===== config.mk =====
export PLATFORM = sky130hd
export DESIGN_NAME = miss_tracker
export DESIGN_NICKNAME = d
export VERILOG_FILES = /design/src/rtl/mt_pkg.sv /design/src/rtl/mt_pick.sv /design/src/rtl/mt_cam.sv /design/src/rtl/mt_entry.sv /design/src/rtl/miss_tracker.sv
export SDC_FILE = /design/constraint.sdc
export NUM_CORES = 1
export LEC_CHECK = 0
export BUFFER_PORTS_ARGS = -buffer_cell sky130_fd_sc_hd__clkbuf_2
export CORE_MARGIN = 2
export CORE_UTILIZATION = 35
export DETAILED_ROUTE_END_ITERATION = 8
export GPL_TIMING_DRIVEN = 0
export HOLD_SLACK_MARGIN = 0.12
export PLACE_DENSITY = 0.58
export SLEW_MARGIN = 10
export SYNTH_ARGS = -nofsm -noshare
export SYNTH_HDL_FRONTEND = slang
export SYNTH_SLANG_ARGS = --single-unit

===== constraint.sdc =====
create_clock -name clk -period 5.81 [get_ports clk]
set_clock_uncertainty 0.1 [all_clocks]
set_input_delay 1.743 -clock clk [delete_from_list [all_inputs] [get_ports clk]]
set_output_delay 1.743 -clock clk [all_outputs]
set_load 0.005 [all_outputs]

===== src/rtl/mt_pkg.sv =====
package mt_pkg;
  typedef enum logic { K_READ = 1'b0, K_ATOM = 1'b1 } mt_kind_e;

  localparam logic [2:0] LK_READ = 3'b100;
  localparam logic [2:0] LK_ATOM = 3'b101;
endpackage


===== src/rtl/mt_pick.sv =====
module mt_pick #(
  parameter int N  = 4,
  parameter int IW = 2
) (
  input  logic [N-1:0]  req,
  output logic          any,
  output logic [IW-1:0] idx
);
  always_comb begin
    any = |req;
    idx = '0;
    for (int i = N - 1; i >= 0; i--) begin
      if (req[i]) idx = IW'(i);
    end
  end
endmodule


===== src/rtl/mt_cam.sv =====
module mt_cam #(
  parameter int ENTRIES = 4,
  parameter int AW      = 16,
  parameter int IW      = 2
) (
  input  logic [ENTRIES-1:0]         live,
  input  logic [ENTRIES-1:0][AW-1:0] tags,
  input  logic [AW-1:0]              key,
  output logic                       hit,
  output logic [IW-1:0]              idx
);
  logic [ENTRIES-1:0] match;

  for (genvar g = 0; g < ENTRIES; g++) begin : g_cmp
    assign match[g] = live[g] && (tags[g] == key);
  end

  mt_pick #(.N(ENTRIES), .IW(IW)) u_pick (.req(match), .any(hit), .idx(idx));
endmodule


===== src/rtl/mt_entry.sv =====
module mt_entry
  import mt_pkg::*;
#(
  parameter int AW     = 16,
  parameter int NCORES = 4,
  parameter int CNTW   = 4
) (
  input  logic              clk,
  input  logic              rst_n,
  input  logic              alloc,
  input  mt_kind_e          alloc_kind,
  input  logic [AW-1:0]     alloc_addr,
  input  logic              add_en,
  input  logic [NCORES-1:0] add_bit,
  input  logic              inc,
  input  logic              dec,
  input  logic              drop,
  output logic              live,
  output mt_kind_e          kind,
  output logic [AW-1:0]     addr,
  output logic [NCORES-1:0] dest,
  output logic [CNTW-1:0]   cnt
);
  always_ff @(posedge clk or negedge rst_n) begin
    if (!rst_n) begin
      live <= 1'b0;
      kind <= K_READ;
      addr <= '0;
      dest <= '0;
      cnt  <= '0;
    end else if (drop) begin
      live <= 1'b0;
      dest <= '0;
      cnt  <= '0;
    end else if (alloc) begin
      // requester set and count start clean, then take this request
      live <= 1'b1;
      kind <= alloc_kind;
      addr <= alloc_addr;
      dest <= add_bit;
      cnt  <= inc ? CNTW'(1) : '0;
    end else begin
      if (add_en) dest <= dest | add_bit;
      if (inc && !dec)      cnt <= cnt + CNTW'(1);
      else if (dec && !inc) cnt <= cnt - CNTW'(1);
    end
  end
endmodule


===== src/rtl/miss_tracker.sv =====
module miss_tracker
  import mt_pkg::*;
#(
  parameter int ENTRIES = 4,
  parameter int NCORES  = 4,
  parameter int AW      = 16,
  parameter int DW      = 32,
  parameter int CNTW    = 4,
  localparam int CW     = (NCORES > 1) ? $clog2(NCORES) : 1,
  localparam int IW     = (ENTRIES > 1) ? $clog2(ENTRIES) : 1
) (
  input  logic              clk,
  input  logic              rst_n,
  input  logic              req_valid,
  input  logic              req_atomic,
  input  logic [AW-1:0]     req_addr,
  input  logic [CW-1:0]     req_core,
  output logic              req_stall,
  output logic              fetch_valid,
  output logic [AW-1:0]     fetch_addr,
  output logic              afwd_valid,
  output logic [AW-1:0]     afwd_addr,
  output logic [CW-1:0]     afwd_core,
  input  logic              fill_valid,
  input  logic [AW-1:0]     fill_addr,
  input  logic [DW-1:0]     fill_data,
  output logic              rd_resp_valid,
  output logic [NCORES-1:0] rd_resp_mask,
  output logic [DW-1:0]     rd_resp_data,
  output logic              unblock_valid,
  output logic [AW-1:0]     unblock_addr,
  input  logic              aret_valid,
  input  logic [AW-1:0]     aret_addr,
  input  logic [CW-1:0]     aret_core,
  input  logic [DW-1:0]     aret_data,
  output logic              at_resp_valid,
  output logic [NCORES-1:0] at_resp_mask,
  output logic [DW-1:0]     at_resp_data,
  input  logic [AW-1:0]     look_addr,
  input  logic [1:0]        look_tag,
  output logic [2:0]        look_state
);
  localparam int PW = $clog2(NCORES + 1);

  function automatic logic [PW-1:0] pop_set(input logic [NCORES-1:0] v);
    logic [PW-1:0] n;
    n = '0;
    for (int i = 0; i < NCORES; i++) n = n + PW'(v[i]);
    return n;
  endfunction

  function automatic logic [NCORES-1:0] id_bit(input logic [CW-1:0] id);
    logic [NCORES-1:0] b;
    b = '0;
    b[id] = 1'b1;
    return b;
  endfunction

  // entry state
  logic [ENTRIES-1:0]             live_v;
  mt_kind_e                       kind_v [ENTRIES];
  logic [ENTRIES-1:0][AW-1:0]     addr_v;
  logic [ENTRIES-1:0][NCORES-1:0] dest_v;
  logic [ENTRIES-1:0][CNTW-1:0]   cnt_v;
  logic [ENTRIES-1:0]             alloc_v, add_v, inc_v, dec_v, drop_v;

  // named internal events
  logic              req_hit, fill_hit, ret_hit, look_hit, have_free;
  logic [IW-1:0]     req_idx, fill_idx, ret_idx, look_idx, free_idx;
  logic              req_go, fill_go, aret_go, first_req, drain_hit;
  logic              trig_v, trig_free, drop_any;
  logic [IW-1:0]     trig_idx;
  mt_kind_e          req_kind;
  logic [NCORES-1:0] req_bit, merged;

  mt_cam #(.ENTRIES(ENTRIES), .AW(AW), .IW(IW)) u_cam_req
    (.live(live_v), .tags(addr_v), .key(req_addr), .hit(req_hit), .idx(req_idx));
  mt_cam #(.ENTRIES(ENTRIES), .AW(AW), .IW(IW)) u_cam_fill
    (.live(live_v), .tags(addr_v), .key(fill_addr), .hit(fill_hit), .idx(fill_idx));
  mt_cam #(.ENTRIES(ENTRIES), .AW(AW), .IW(IW)) u_cam_ret
    (.live(live_v), .tags(addr_v), .key(aret_addr), .hit(ret_hit), .idx(ret_idx));
  mt_cam #(.ENTRIES(ENTRIES), .AW(AW), .IW(IW)) u_cam_look
    (.live(live_v), .tags(addr_v), .key(look_addr), .hit(look_hit), .idx(look_idx));
  mt_pick #(.N(ENTRIES), .IW(IW)) u_free
    (.req(~live_v), .any(have_free), .idx(free_idx));

  assign req_kind = req_atomic ? K_ATOM : K_READ;

  // full table, kind conflict or saturated count stall the request
  assign req_stall = req_valid &&
                     (req_hit ? ((kind_v[req_idx] != req_kind) ||
                                 (req_atomic && (cnt_v[req_idx] == {CNTW{1'b1}})))
                              : !have_free);
  assign req_go    = req_valid && !req_stall;
  assign req_bit   = id_bit(req_core);
  // fetch only when the merged set holds a single core
  assign merged    = (req_hit ? dest_v[req_idx] : '0) | req_bit;
  assign first_req = (pop_set(merged) == PW'(1));

  // fill only acts on a live read entry
  assign fill_go   = fill_valid && fill_hit && (kind_v[fill_idx] == K_READ);
  // return only acts on a live atomic entry with work pending
  assign aret_go   = aret_valid && ret_hit && (kind_v[ret_idx] == K_ATOM) &&
                     (cnt_v[ret_idx] != '0);
  // this return drains the counter
  assign drain_hit = aret_go && (cnt_v[ret_idx] == CNTW'(1)) && !inc_v[ret_idx];
  // deferred trigger frees only if the counter is still empty
  assign trig_free = trig_v && live_v[trig_idx] && (cnt_v[trig_idx] == '0) &&
                     !inc_v[trig_idx];
  assign drop_any  = fill_go || trig_free;

  for (genvar g = 0; g < ENTRIES; g++) begin : g_ent
    assign alloc_v[g] = req_go && !req_hit && (free_idx == IW'(g));
    assign add_v[g]   = req_go && req_hit && (req_idx == IW'(g));
    assign inc_v[g]   = req_atomic && (alloc_v[g] || add_v[g]);
    assign dec_v[g]   = aret_go && (ret_idx == IW'(g));
    assign drop_v[g]  = (fill_go && (fill_idx == IW'(g))) ||
                        (trig_free && (trig_idx == IW'(g)));

    mt_entry #(.AW(AW), .NCORES(NCORES), .CNTW(CNTW)) u_ent (
      .clk(clk), .rst_n(rst_n),
      .alloc(alloc_v[g]), .alloc_kind(req_kind), .alloc_addr(req_addr),
      .add_en(add_v[g]), .add_bit(req_bit),
      .inc(inc_v[g]), .dec(dec_v[g]), .drop(drop_v[g]),
      .live(live_v[g]), .kind(kind_v[g]), .addr(addr_v[g]),
      .dest(dest_v[g]), .cnt(cnt_v[g])
    );
  end

  // a live entry overrides the tag state
  always_comb begin
    if (look_hit) look_state = (kind_v[look_idx] == K_ATOM) ? LK_ATOM : LK_READ;
    else          look_state = {1'b0, look_tag};
  end

  always_ff @(posedge clk or negedge rst_n) begin
    if (!rst_n) begin
      fetch_valid   <= 1'b0;
      fetch_addr    <= '0;
      afwd_valid    <= 1'b0;
      afwd_addr     <= '0;
      afwd_core     <= '0;
      rd_resp_valid <= 1'b0;
      rd_resp_mask  <= '0;
      rd_resp_data  <= '0;
      unblock_valid <= 1'b0;
      unblock_addr  <= '0;
      at_resp_valid <= 1'b0;
      at_resp_mask  <= '0;
      at_resp_data  <= '0;
      trig_v        <= 1'b0;
      trig_idx      <= '0;
    end else begin
      fetch_valid   <= req_go && !req_atomic && first_req;
      fetch_addr    <= req_addr;
      afwd_valid    <= req_go && req_atomic;
      afwd_addr     <= req_addr;
      afwd_core     <= req_core;
      rd_resp_valid <= fill_go;
      rd_resp_mask  <= dest_v[fill_idx];
      rd_resp_data  <= fill_data;
      unblock_valid <= fill_go;
      unblock_addr  <= fill_addr;
      at_resp_valid <= aret_go;
      at_resp_mask  <= id_bit(aret_core);
      at_resp_data  <= aret_data;
      trig_v        <= drain_hit;
      trig_idx      <= ret_idx;
    end
  end
endmodule


==> impl_metrics.ini, run 1 <==
[run_status]
status = finished with violations
violations = setup timing

[place]
dp_slack_ns = -1.35
place_area_um2 = 14100
port_buffers = 259
place_congestion = 0.978
place_hpwl_um = 33000

[synth]
synth_most_common_cell = dfrtp_1
synthDistinctLibCells = 77
synth_warnings = 0
synth_seq_cells = 217
synth-seq-area-share_pct = 44.8
yosys.area.top_type = dfrtp_1
synth_edf_count = 0
avgSynthCellArea_um2 = 9.59
netlist_instances = 1264
syn_nets = 1423
yosys-top-cells-area = dfrtp_1, xnor2_1, xor2_1
synth_common_cells = dfrtp_1, nand2_1, xnor2_1, xor2_1, clkbuf_1
synth_flop_cell = dfrtp_1
yosysTopAreaCellShare_pct = 44.8
synth-async-reset-ratio_pct = 100
synthesis.area_um2 = 12100

[grt]
grt_pass1_vias = 10000
track_usage_pct = 23.6
gr-total-overflow = 0
grt_pass1_wl_um = 63200
antenna_found_initial = 0
grt_start_max_net_pins = 93

[timing]
fmax_ghz = 0.159
slew_violations = 0
period_needed_ns = 6.29
setup_tns_ns = -0.594
setup_viol = 2
setup_slack_ns = -0.485
relSlewSlack_pct = 41.1
rsz0062_at_grt = true
period_share_pct = 108
tightest_slew_ns = 0.882
hold_viol = 0

[finish]
antenna_cells = 0
finalInstanceArea_um2 = 15100
area_growth_pct = 24.5
fillers = 3370
final_nets = 1712
drive_above_1_share_pct = 26.8
postLayoutCoreUtil_pct = 44.0

[route]
route.detailed.drc = 0
antenna_left = 0
dr.pass1.iters = 5
wl_um = 42900
drt-initial-drc-count = 882
wl_per_cell_um = 21.2
viasPerCell = 5.11
num_vias = 10300

[floorplanning]
num_io_pins = 271
die_x_um = 190
num_rows = 68
coreArea_um2 = 34300
die_h_um = 190
start_util_pct = 35.4
dieArea_um2 = 36100

[cts]
cts-root-buf = clkbuf_16
clk_latency_ns = 0.57
clkSinkCount = 217
htree_levels = 1
cts.path.max_buffers = 3
cts_tree = yes
path_clk_slew_ns = 0.06
numCtsBuffers = 25
cts_hold_buf = 0

[worst_setup_path]
cp_max_fo = 8
critPathBufInv = 3
r2r_end = g_ent[0].u_ent.cnt[3]$_DFFE_PN0P_
critical_path_class = input pin to primary output
rrSetupSlack_ns = 0.65
critPathMaxStageDelay_ns = 0.55
path_delay_family = compound AO/OA/AOI/OAI gates
critPathSlowestCell = or4_4
end_kind = primary output
r2r_start = g_ent[1].u_ent.addr[6]$_DFFE_PN0P_
crit_chain = clkbuf_2, buf_8, xor2_1, or4_4, or4_4, o32a_1, o32ai_2, o21a_1, o21ai_2, o21a_4, o21a_1, clkbuf_2
rr_worst_depth = 20
cp-start-kind = input pin
cp.required_ns = 3.97
crit_arrival_ns = 4.45

[flow_run]
maxCapViolCount = 0

[min_path]
min-delay-path-class = flip-flop to flip-flop
whs_endpoint = g_ent[3].u_ent.dest[3]$_DFFE_PN0P_
whs_path_depth = 2
hp-start = g_ent[3].u_ent.dest[3]$_DFFE_PN0P_

[power]
leakagePower_uw = 0.00693
vdd_ir_drop_max_mv = 0.171
p_total_uw = 4870
powerDensity_nw_per_um2 = 323
[per-layer routing]
layer | track usage, % | wire length (µm) | vias to the layer above
met3 | 3.23 | 3230 | 89
met5 | 0 | 0 | -
li1 | - | - | 4744
met1 | 33.4 | 18900 | 5016
met2 | 37.5 | 19500 | 489
met4 | 7.19 | 1270 | 0
[state kept, by name, summed over array words and instances (netlist names)]
name              cells
at_resp_valid         1
at_resp_mask          4
afwd_addr            16
rd_resp_data         32
unblock_addr         16
trig_v                1
g_ent.u_ent.dest     16
rd_resp_mask          4
rd_resp_valid         1
g_ent.u_ent.cnt      16
g_ent.u_ent.kind      4
trig_idx              2
afwd_valid            1
g_ent.u_ent.live      4
g_ent.u_ent.addr     64
at_resp_data         32
fetch_valid           1
afwd_core             2
[where the power goes]
part | internal [µW] | total [µW] | switching [µW] | leakage (µW)
logic | 598 | 1530 | 929 | 0.00389
clock network | 870 | 1520 | 649 | 0.000397
registers | 1710 | 1820 | 112 | 0.00265
total | 3180 | 4870 | 1690 | 0.00693
[worst max path at each step]
stage                             from                           endpoint  slack [ns]  cells after the start
after floorplan            req_addr[8]  g_ent[2].u_ent.cnt[3]$_DFFE_PN0P_       -0.08                     21
after global placement           rst_n            afwd_addr[12]$_DFF_PN0_       -1.51                      1
after detailed placement  req_addr[12]  g_ent[0].u_ent.cnt[3]$_DFFE_PN0P_       -1.35                     21
after CTS                  req_addr[8]                          req_stall       -0.48                     12
after global routing       req_addr[6]                          req_stall       -0.56                     12
final                      req_addr[8]                          req_stall       -0.48                     12
[layout by cell type, fill, tap and decap left out, types with 26 or more instances in the layout]
master,n
a21oi_1,26
nand2_1,193
nand4_1,38
clkbuf_2,261
xnor2_1,164
buf_4,26
nor2_1,75
clkbuf_1,92
dfrtp_1,217
nor4_1,31
xor2_1,107
[logic make-up (layout without fill, tap and decap cells)]
group | count (synthesis) | in the layout | share of synthesized area, %
AND/OR/NAND/NOR | 452 | 452 | 18.1
AO/OA/AOI/OAI | 116 | 116 | 7.04
XOR/XNOR | 272 | 272 | 19.7
adder cells (fa/ha/maj) | 19 | 19 | 2.27
flip-flops | 217 | 217 | 44.8
buffers and inverters | 166 | 472 | 6.03
multiplexers | 22 | 22 | 2.08
[timing repair]
item | in CTS | in global routing
hold endpoints to repair | 0 | 0
pin swaps | 3 | 3
buffers inserted | 4 | 1
gates resized for setup | 13 | 28
setup endpoints to repair | 16 | 7
[metrics by stage]
stage | hold slack [ns] | std cells
floorplan | 0.396 | 1264
global placement | 0.427 | 1978
detailed placement | 0.429 | 1981
CTS | 0.444 | 2026
global route | 0.478 | 2025
finish | 0.446 | 2025
[worst register-to-register path, delay by kind of cell (launching register included)]
kind / cells / cell delay (ns)
xor gates and xnor gates: 3 / 0.43
adders and majority gates: 2 / 0.51
AOI/OAI and AO/OA: 8 / 1.80
DFF: 1 / 0.32
buffers and inverters: 2 / 0.48
and+or+nand+nor: 5 / 1.38
[final cells by class]
cell class	count	area, µm²	area share, %
multi-input combinational	881	6150	40.7
sequential	217	5430	36.0
timing repair buffer	267	1410	9.31
clock buffer	34	719	4.77
buffer	134	646	4.28
tap	455	569	3.77
inverter	27	101	0.671
clock inverter	10	75.1	0.497
(Power assumes the default switching activity.)
==> run 2: changes to the inputs <==
--- a/config.mk
+++ b/config.mk
@@ -9,9 +9,10 @@
 export CORE_MARGIN = 2
 export CORE_UTILIZATION = 35
 export DETAILED_ROUTE_END_ITERATION = 8
+export GPL_ROUTABILITY_DRIVEN = 0
 export GPL_TIMING_DRIVEN = 0
 export HOLD_SLACK_MARGIN = 0.12
-export PLACE_DENSITY = 0.58
+export PLACE_DENSITY_LB_ADDON = 0.05
 export SLEW_MARGIN = 10
 export SYNTH_ARGS = -nofsm -noshare
 export SYNTH_HDL_FRONTEND = slang
==> run 2 against run 1 <==
  * The run still ends with setup timing left
  * Non-clock buffer count is 10 higher
  * Setup slack improved by 0.032 ns
  * Clock power rose by 12%
  * Final cell count grew 0.49%
  * Fmax increased by 0.51%
  * Wire length grew 7.5%
  * Critical path depth unchanged
  * Final area grew 1.9%
  * Clock-buffer cell count rose by 2
==> impl_metrics.ini, run 2 (same netlist as run 1, synthesis figures left out) <==
[run_status]
status = finished with violations
violations = setup timing

[cts]
cts.path.max_buffers = 3
clk_latency_ns = 0.53
clkSinkCount = 217
htree_levels = 1
cts-root-buf = clkbuf_16
path_clk_slew_ns = 0.06
numCtsBuffers = 25
cts_tree = yes

[grt]
track_usage_pct = 25.4
grt_pass1_vias = 10300
gr-total-overflow = 0
grt_start_max_net_pins = 89
antenna_found_initial = 1
grt_pass1_wl_um = 67400

[power]
vdd_ir_drop_max_mv = 0.196
p_int_uw = 3390
power_frac_seq_pct = 35.5
clkPwrFrac_pct = 33.2
powerDensity_nw_per_um2 = 334
p_switching_uw = 1750
leakagePower_uw = 0.00708
pwr-share-comb_pct = 31.3
p_sw_share_pct = 34.0

[timing]
period_needed_ns = 6.26
setup_viol = 2
period_share_pct = 108
hold_viol = 0
rsz0062_at_grt = true
fmax_ghz = 0.160
tightest_slew_ns = 1.10
hold_slack_ns = 0.440
relSlewSlack_pct = 26.7
setup_tns_ns = -0.597
slew_violations = 0
setup_slack_ns = -0.453

[min_path]
min-delay-path-class = flip-flop to flip-flop

[floorplanning]
coreArea_um2 = 34300
start_util_pct = 35.4
num_io_pins = 271
die_h_um = 190
die_x_um = 190
dieArea_um2 = 36100
num_rows = 68

[finish]
final_nets = 1722
mostFrequentLayoutCell = clkbuf_2
drive_above_1_share_pct = 27.5
postLayoutCoreUtil_pct = 44.9
largest_reg_flops = 64
largest-register = g_ent.u_ent.addr
fillers = 3397
top_regs = g_ent.u_ent.addr: 64 flops, at_resp_data: 32 flops, rd_resp_data: 32 flops
antenna_cells = 0
most-common-layout-cells = clkbuf_2, dfrtp_1, nand2_1, xnor2_1, xor2_1
area_growth_pct = 26.9

[route]
wl_per_cell_um = 22.6
wl_um = 46100
viasPerCell = 5.15
num_vias = 10500
drt-initial-drc-count = 883
dr.pass1.iters = 5
route.detailed.drc = 0
antenna_left = 0

[worst_setup_path]
cp.required_ns = 3.97
crit_chain = buf_6, buf_8, xor2_2, or4_4, or4_4, o32a_1, o32ai_2, o21a_1, o21ai_2, o21a_4, o21a_1, clkbuf_2
critPathSlowestCell = or4_4
crit_arrival_ns = 4.42
critical_path_class = input pin to primary output
end_kind = primary output
cp_max_fo = 7
critPathMaxStageDelay_ns = 0.55
cp-start-kind = input pin

[place]
place_hpwl_um = 35700
dp_slack_ns = -1.07
port_buffers = 259

[flow_run]
maxCapViolCount = 0
[run 2: worst max-delay path, delay by kind of cell]
| family | cells | cell delay (ns) |
|---|---|---|
| XOR/XNOR | 1 | 0.18 |
| AO/OA/AOI/OAI | 6 | 1.07 |
| AND/OR/NAND/NOR | 2 | 1.07 |
| buffers and inverters | 3 | 0.34 |
[run 2: routing by layer]
metal	global-route usage (%)	vias up	wire, µm
met5	0	-	0
met4	7.90	0	1830
met3	2.97	103	3250
met2	42.3	459	21400
met1	34.6	5155	19500
li1	-	4760	-
[run 2: timing repair]
item,in CTS,in global routing
hold buffers,0,0
cloned,0,0
setup buffers,3,15
pin swaps,3,20
gates resized for setup,11,39
setup endpoints to repair,12,9
[run 2: area by class of cell]
| cell class | instances | area (µm²) | share of cell area (%) |
|---|---|---|---|
| clock inverter | 8 | 148 | 0.960 |
| sequential | 217 | 5430 | 35.3 |
| multi-input combinational | 881 | 6240 | 40.6 |
| timing repair buffer | 280 | 1520 | 9.88 |
| tap | 455 | 569 | 3.70 |
| inverter | 27 | 104 | 0.675 |
| clock buffer | 36 | 747 | 4.86 |
| buffer | 131 | 624 | 4.06 |
[run 2: power groups by stage]
stage / combinational, µW / sequential [µW] / clock (µW)
final: 1610 / 1820 / 1700
after global routing: 1730 / 1840 / 1810
after CTS: 1550 / 1820 / 1750
after detailed placement: 1540 / 1840 / 0
after global placement: 1510 / 1840 / 0
after floorplan: 1010 / 1820 / 0
[run 2: through the flow]
stage / cells / power (µW) / cell area [µm²]
after floorplan: 1264 / 2830 / 12200
after global routing: 2035 / 5380 / 15400
after global placement: 1978 / 3360 / 14000
after CTS: 2026 / 5120 / 15100
after detailed placement: 1981 / 3380 / 14100
final: 2035 / 5130 / 15400
[run 2: path summary, 6_finish.rpt]
| check | slack [ns] | cells after the start | start | end |
|---|---|---|---|---|
| worst max-delay path | -0.45 | 12 | req_addr[8] | req_stall |
| worst min-delay path | 0.44 | 2 | g_ent[1].u_ent.dest[2]$_DFFE_PN0P_ | g_ent[1].u_ent.dest[2]$_DFFE_PN0P_ |
| worst max register to register | 0.54 | 21 | g_ent[1].u_ent.addr[3]$_DFFE_PN0P_ | g_ent[0].u_ent.cnt[3]$_DFFE_PN0P_ |
| worst min register to register | 0.44 | 2 | g_ent[1].u_ent.dest[2]$_DFFE_PN0P_ | g_ent[1].u_ent.dest[2]$_DFFE_PN0P_ |
| max in group asynchronous | 3.38 | 3 | rst_n | g_ent[0].u_ent.addr[10]$_DFFE_PN0P_ |
| min in group asynchronous | 1.06 | 1 | rst_n | at_resp_data[21]$_DFF_PN0_ |
